### config.mk
export PLATFORM = sky130hd
export DESIGN_NAME = occ_collector
export DESIGN_NICKNAME = d
export VERILOG_FILES = /design/src/rtl/occ_pkg.sv /design/src/rtl/occ_ring_ptr.sv /design/src/rtl/occ_status_table.sv /design/src/rtl/occ_drain_seq.sv /design/src/rtl/occ_collector.sv
export SDC_FILE = /design/constraint.sdc
export NUM_CORES = 1
export LEC_CHECK = 0
export CAP_MARGIN = 30
export CORE_UTILIZATION = 54
export CTS_BUF_LIST = sky130_fd_sc_hd__clkbuf_16
export CTS_CLUSTER_SIZE = 25
export DETAILED_ROUTE_END_ITERATION = 7
export GPL_ROUTABILITY_DRIVEN = 0
export GPL_TIMING_DRIVEN = 0
export PLACE_DENSITY = 0.82
export SLEW_MARGIN = 0
export SYNTH_ARGS = -nofsm -noshare
export SYNTH_HDL_FRONTEND = slang
export SYNTH_SLANG_ARGS = --single-unit
### constraint.sdc
create_clock -name clk -period 2.15 [get_ports clk]
set_input_delay 0.43 -clock clk [delete_from_list [all_inputs] [get_ports clk]]
set_output_delay 0.43 -clock clk [all_outputs]
set_load 0.02 [all_outputs]
### src/rtl/occ_pkg.sv
package occ_pkg;
  typedef enum logic [0:0] {
    SQ_WAIT   = 1'b0,
    SQ_STREAM = 1'b1
  } seq_state_t;

  function automatic int unsigned idx_width(input int unsigned n);
    return (n > 1) ? $clog2(n) : 1;
  endfunction
endpackage

### src/rtl/occ_ring_ptr.sv
module occ_ring_ptr #(
  parameter int unsigned NUM_ENG  = 4,
  parameter int unsigned NUM_SLOT = 2,
  localparam int unsigned EW = occ_pkg::idx_width(NUM_ENG),
  localparam int unsigned SW = occ_pkg::idx_width(NUM_SLOT)
) (
  input  logic          clk,
  input  logic          rst_n,
  input  logic          step,
  output logic [EW-1:0] eng,
  output logic [SW-1:0] slot
);
  localparam logic [EW-1:0] ENG_MAX  = EW'(NUM_ENG - 1);
  localparam logic [SW-1:0] SLOT_MAX = SW'(NUM_SLOT - 1);

  logic [EW-1:0] eng_q, eng_n;
  logic [SW-1:0] slot_q, slot_n;

  always_comb begin
    eng_n  = eng_q;
    slot_n = slot_q;
    if (step) begin
      if (eng_q == ENG_MAX) begin
        eng_n  = '0;
        slot_n = (slot_q == SLOT_MAX) ? '0 : slot_q + 1'b1;
      end else begin
        eng_n = eng_q + 1'b1;
      end
    end
  end

  always_ff @(posedge clk or negedge rst_n) begin
    if (!rst_n) begin
      eng_q  <= '0;
      slot_q <= '0;
    end else if (step) begin
      eng_q  <= eng_n;
      slot_q <= slot_n;
    end
  end

  assign eng  = eng_q;
  assign slot = slot_q;
endmodule

### src/rtl/occ_status_table.sv
module occ_status_table #(
  parameter int unsigned NUM_ENG  = 4,
  parameter int unsigned NUM_SLOT = 2,
  localparam int unsigned EW = occ_pkg::idx_width(NUM_ENG),
  localparam int unsigned SW = occ_pkg::idx_width(NUM_SLOT)
) (
  input  logic                               clk,
  input  logic                               rst_n,
  input  logic                               set_en,
  input  logic [EW-1:0]                      set_eng,
  input  logic [SW-1:0]                      set_slot,
  input  logic                               set_last,
  input  logic                               clr_en,
  input  logic [EW-1:0]                      clr_eng,
  input  logic [SW-1:0]                      clr_slot,
  output logic [NUM_SLOT-1:0][NUM_ENG-1:0]   full,
  output logic [NUM_SLOT-1:0][NUM_ENG-1:0]   last
);
  for (genvar s = 0; s < NUM_SLOT; s++) begin : g_slot
    for (genvar e = 0; e < NUM_ENG; e++) begin : g_eng
      logic hit_set, hit_clr;
      logic full_q, full_n, last_q, last_n;

      assign hit_set = set_en && (set_eng == EW'(e)) && (set_slot == SW'(s));
      assign hit_clr = clr_en && (clr_eng == EW'(e)) && (clr_slot == SW'(s));

      always_comb begin
        full_n = full_q;
        last_n = last_q;
        if (hit_set) begin
          full_n = 1'b1;
          last_n = set_last;
        end else if (hit_clr) begin
          full_n = 1'b0;
          last_n = 1'b0;
        end
      end

      always_ff @(posedge clk or negedge rst_n) begin
        if (!rst_n) begin
          full_q <= 1'b0;
          last_q <= 1'b0;
        end else if (hit_set || hit_clr) begin
          full_q <= full_n;
          last_q <= last_n;
        end
      end

      assign full[s][e] = full_q;
      assign last[s][e] = last_q;
    end
  end
endmodule

### src/rtl/occ_drain_seq.sv
module occ_drain_seq #(
  parameter int unsigned DRAIN_BEATS = 80,
  localparam int unsigned BW = occ_pkg::idx_width(DRAIN_BEATS)
) (
  input  logic          clk,
  input  logic          rst_n,
  input  logic          tail_full,
  input  logic          tail_last,
  input  logic          enc_idle,
  output logic          active,
  output logic [BW-1:0] beat,
  output logic          done,
  output logic          frame_end
);
  import occ_pkg::*;

  localparam logic [BW-1:0] BEAT_MAX = BW'(DRAIN_BEATS - 1);

  seq_state_t    st_q, st_n;
  logic [BW-1:0] beat_q, beat_n;
  logic          fe_q, fe_n;
  logic          run_en;

  always_comb begin
    st_n   = st_q;
    beat_n = beat_q;
    done   = 1'b0;
    unique case (st_q)
      SQ_WAIT: begin
        if (tail_full && enc_idle) begin
          st_n   = SQ_STREAM;
          beat_n = '0;
        end
      end
      SQ_STREAM: begin
        if (beat_q == BEAT_MAX) begin
          st_n = SQ_WAIT;
          done = 1'b1;
        end else begin
          beat_n = beat_q + 1'b1;
        end
      end
      default: st_n = SQ_WAIT;
    endcase
    fe_n = done && tail_last;
  end

  assign run_en = (st_q == SQ_STREAM) || (tail_full && enc_idle);

  always_ff @(posedge clk or negedge rst_n) begin
    if (!rst_n) begin
      st_q   <= SQ_WAIT;
      beat_q <= '0;
    end else if (run_en) begin
      st_q   <= st_n;
      beat_q <= beat_n;
    end
  end

  always_ff @(posedge clk or negedge rst_n) begin
    if (!rst_n) fe_q <= 1'b0;
    else        fe_q <= fe_n;
  end

  assign active    = (st_q == SQ_STREAM);
  assign beat      = beat_q;
  assign frame_end = fe_q;
endmodule

### src/rtl/occ_collector.sv
module occ_collector #(
  parameter int unsigned NUM_ENG     = 4,
  parameter int unsigned NUM_SLOT    = 2,
  parameter int unsigned DRAIN_BEATS = 80,
  localparam int unsigned EW = occ_pkg::idx_width(NUM_ENG),
  localparam int unsigned SW = occ_pkg::idx_width(NUM_SLOT),
  localparam int unsigned BW = occ_pkg::idx_width(DRAIN_BEATS)
) (
  input  logic               clk,
  input  logic               rst_n,
  input  logic [NUM_ENG-1:0] fill_req,
  input  logic [NUM_ENG-1:0] fill_last,
  output logic [NUM_ENG-1:0] eng_ready,
  input  logic               enc_idle,
  output logic               strm_active,
  output logic [EW-1:0]      strm_eng,
  output logic [SW-1:0]      strm_slot,
  output logic [BW-1:0]      strm_beat,
  output logic               frame_end
);
  logic [EW-1:0] head_eng, tail_eng;
  logic [SW-1:0] head_slot, tail_slot;
  logic [NUM_SLOT-1:0][NUM_ENG-1:0] full, last;
  logic head_full, tail_full, tail_last;
  logic accept, done;

  assign head_full = full[head_slot][head_eng];
  assign tail_full = full[tail_slot][tail_eng];
  assign tail_last = last[tail_slot][tail_eng];

  for (genvar e = 0; e < NUM_ENG; e++) begin : g_rdy
    assign eng_ready[e] = (head_eng == EW'(e)) && !head_full;
  end

  assign accept = |(fill_req & eng_ready);

  occ_ring_ptr #(.NUM_ENG(NUM_ENG), .NUM_SLOT(NUM_SLOT)) u_head (
    .clk(clk), .rst_n(rst_n), .step(accept), .eng(head_eng), .slot(head_slot)
  );

  occ_ring_ptr #(.NUM_ENG(NUM_ENG), .NUM_SLOT(NUM_SLOT)) u_tail (
    .clk(clk), .rst_n(rst_n), .step(done), .eng(tail_eng), .slot(tail_slot)
  );

  occ_status_table #(.NUM_ENG(NUM_ENG), .NUM_SLOT(NUM_SLOT)) u_table (
    .clk(clk), .rst_n(rst_n),
    .set_en(accept), .set_eng(head_eng), .set_slot(head_slot),
    .set_last(fill_last[head_eng]),
    .clr_en(done), .clr_eng(tail_eng), .clr_slot(tail_slot),
    .full(full), .last(last)
  );

  occ_drain_seq #(.DRAIN_BEATS(DRAIN_BEATS)) u_seq (
    .clk(clk), .rst_n(rst_n),
    .tail_full(tail_full), .tail_last(tail_last), .enc_idle(enc_idle),
    .active(strm_active), .beat(strm_beat), .done(done), .frame_end(frame_end)
  );

  assign strm_eng  = tail_eng;
  assign strm_slot = tail_slot;
endmodule

==> results.json <==
{
  "r2r_setup_slack_ns": 0.12,
  "finalMaxSlewViolations": 0,
  "grt_start_max_net_pins": 20,
  "tritoncts": "built",
  "chipHeight_um": 61.2,
  "ys_seq_elements": 31,
  "initialDrtViolationCount": 104,
  "setup_viol": 4,
  "cp_top_family": "simple AND/OR/NAND/NOR gates",
  "violations": "negative setup slack",
  "syn_area_per_cell_sq_um": 10.4,
  "p_leak_nw": 1.09,
  "floorplan.initialDensity_pct": 56.8,
  "dr.pass1.iters": 4,
  "n_antenna_cell": 0,
  "met3WireLength_um": 321,
  "core-area_sq_mm": 0.00334,
  "critical_path.cell_chain": "buf_6 > mux2i_2 > a22o_4 > or2_4 > and2_4 > buf_6",
  "ys_types": 43,
  "vdd_drop_max_v": 0.000639,
  "dp.final_hpwl_mm": 3.16,
  "cp_slowest_cell": "dfrtp_1",
  "root_buffer": "clkbuf_16",
  "wl_per_cell_um": 16.8,
  "timing.final.crit_share_pct": 102,
  "drt_wl_total_mm": 4.49,
  "fp-row-count": 21,
  "critical_path_buf_inv_count": 2,
  "layout.nets": 240,
  "wl_met1_mm": 1.69,
  "status": "complete, but fails checks",
  "path_max_fanout": 5,
  "routed.top_layer": "met4",
  "drv_cap": 0,
  "num-fill-cells": 233,
  "tns_ns": -0.183,
  "antenna_found_initial": 0,
  "io_pins": 27,
  "viasPerCell": 6.08,
  "synth_fp_nets": 202,
  "tightest_slew_ns": 0.680,
  "timing.final.ws_setup_ns": -0.0510,
  "fin_hold_ws_ns": 0.526,
  "slowest_delay_ns": 0.39,
  "cp.arrival_ns": 1.77,
  "synth_cells": 182,
  "cpMostUsedCell": "buf_6",
  "synth_compound_area_share_pct": 11.0,
  "timing.slew.headroom_pct": 54.5,
  "die-area_sq_mm": 0.00375,
  "min_path_type": "flop to flop",
  "hold_viol": 0,
  "wl_met2_mm": 2.33,
  "crit_path_end_kind": "output pin",
  "drive_gt1_share_pct": 21.7,
  "fmax_ghz": 0.454,
  "yosys.area_share.adder_pct": 5.94,
  "htreeDepth": 2,
  "hold_path_startpoint": "u_table.g_slot[0].g_eng[3].last_q$_DFFE_PN0P_",
  "holdPathStages": 2,
  "ys_warn_count": 0,
  "first_global_vias": 1565,
  "path_class": "flop to output pin",
  "crit_path_start_kind": "flop",
  "drc": 0,
  "grtUsageTotal_pct": 27.5,
  "reg2regPathDepth": 8,
  "rsz0062_at_grt": "true",
  "syn2layout_area_growth_pct": 29.0,
  "reg2reg_to": "u_table.g_slot[1].g_eng[3].full_q$_DFFE_PN0P_",
  "syn_area_sq_mm": 0.00189,
  "clk_pin_slew_ns": 0.05,
  "drtAntennaViolNets": 0,
  "via_count": 1623,
  "die-width_um": 61.2,
  "synthMuxAreaShare_pct": 14.5,
  "cts_buffers": 5,
  "fin_crit_ns": 2.20,
  "cts_sinks": 31,
  "power_mw": 3.09,
  "cts_buffer_depth": 2,
  "io_buffers": 26,
  "reg2reg_from": "u_head.eng[1]$_DFFE_PN0N_",
  "cp.required_ns": 1.72,
  "grt_pass1_wl_mm": 7.22,
  "hold-path-endpoint": "u_table.g_slot[0].g_eng[3].last_q$_DFFE_PN0P_",
  "insertion_delay_ns": 0.28,
  "overflow": 0,
  "power_density_mw_per_mm2": 1260,
  "synth-simple-area-share_pct": 20.7,
  "skew_ns": 0.00825,
  "cts_hold_buffers": 0,
  "synthXorXnorAreaFrac_pct": 1.85,
  "ys_seq_area_share_pct": 41.0,
  "synth_top_family_by_area": "simple AND/OR/NAND/NOR gates"
}
## final cells by class
class	count	area, sq um	share of cell area (%)
plain buffers	8	58.8	2.41
clock buffers	5	125	5.12
clock inverters	3	15.0	0.614
inverters	10	37.5	1.54
multi-input cells	132	1040	42.7
flip-flops and latches	31	776	31.7
well taps	46	57.6	2.36
repair buffers	32	330	13.5
## through the flow
stage	setup slack [ns]	cell area [sq um]	std cells	util, %
6_report	-0.0510	2440	267	73.2
3_3_place_gp	-0.247	2210	254	66.3
4_1_cts	-0.0359	2430	267	72.9
5_1_grt	-0.0827	2440	267	73.2
2_1_floorplan	0.265	1890	182	-
3_5_place_dp	-0.304	2240	255	67.1
## worst min-delay path, stage by stage (launching register included)
cell,delay (ns)
dfrtp_1,0.37
nand2_1,0.06
mux2i_1,0.06
## placed cells by master, fill, tap and decap left out, types with 3 or more instances in the layout
master	n
a21oi_1	3
a22o_1	4
a31oi_1	5
and2_4	4
and3_1	3
buf_4	8
buf_6	6
clkbuf_16	5
clkdlybuf4s50_1	22
clkinv_2	3
dfrtp_1	31
ha_1	9
inv_1	10
mux2_1	5
mux2_2	5
mux2i_1	7
mux4_2	3
nand2_1	21
nand2b_1	3
nand3_1	8
nand4_1	4
nand4b_1	8
nor2_1	8
o21a_1	3
o21ai_0	4
xnor2_1	3
## logic make-up (layout without fill, tap and decap cells)
kind of cell	Yosys count	count (layout)
muxes	22	22
xor gates and xnor gates	4	4
DFF	31	31
and+or+nand+nor	71	71
adders and majority gates	9	9
buffers and inverters	19	58
AOI/OAI and AO/OA	26	26
## repair_timing
item	in CTS	in global routing
pin swaps	3	0
resized for setup	29	4
endpoints found under the setup margin	7	14
buffers inserted	5	0
## flip-flops by register name, summed over array words and instances (netlist names)
register,count
u_head.slot,1
u_seq.beat,7
u_tail.slot,1
u_tail.eng,2
u_head.eng,2
u_table.g_slot.g_eng.last_q,8
u_table.g_slot.g_eng.full_q,8
u_seq.active,1
u_seq.frame_end,1
## layer usage
| metal | GRT usage, % | vias up |
|---|---|---|
| met2 | 45.8 | 78 |
| met3 | 8.82 | 16 |
| li1 | - | 731 |
| met5 | 0 | - |
| met4 | 14.9 | 0 |
| met1 | 31.5 | 798 |
## power breakdown
part           switching [mW]  total [mW]  internal (mW)
Sequential              0.182       0.926          0.744
Combinational           0.776        1.50          0.719
Clock                   0.247       0.668          0.421
Total                    1.21        3.09           1.88
## synth_stat cells (all sizes together)
library cell  instances  area (sq um)
o311ai                1          16.3
clkbuf                1          3.75
and2                  5          32.5
a31oi                 5          31.3
nor3                  3          20.0
o21ai                 4          20.0
nand2                22          82.6
o21a                  3          22.5
buf                   8          52.5
o221ai                1          8.76
a22oi                 2          15.0
xnor2                 3          26.3
mux2                 11           128
mux2i                 8          80.1
a22o                  5          52.6
nor2b                 1          6.26
and3                  3          18.8
and4                  2          17.5
a21oi                 3          15.0
mux4                  3          67.6
nand3                 8          40.0
or2                   1          6.26
nand2b                3          18.8
dfrtp                31           776
inv                  10          37.5
nand4                 4          25.0
o22ai                 1          20.0
xor2                  1          8.76
nor2                  9          36.3
o211ai                1          7.51
nand4b                8          70.1
ha                    9           113
or3                   1          6.26
nor3b                 1          12.5
## how the worst max path moves through the flow
stage / startpoint / to / slack [ns] / depth (start not counted)
finish: u_head.eng[1]$_DFFE_PN0N_ / eng_ready[0] / -0.05 / 6
global route: u_head.eng[1]$_DFFE_PN0N_ / eng_ready[0] / -0.08 / 6
CTS: u_head.eng[1]$_DFFE_PN0N_ / eng_ready[3] / -0.04 / 6
detailed placement: u_head.eng[1]$_DFFE_PN0N_ / eng_ready[1] / -0.30 / 6
global placement: u_head.eng[0]$_DFFE_PN0N_ / eng_ready[1] / -0.25 / 6
floorplan: u_head.eng[0]$_DFFE_PN0N_ / eng_ready[0] / 0.27 / 5
Note: power is estimated with default switching activity, not from simulation.
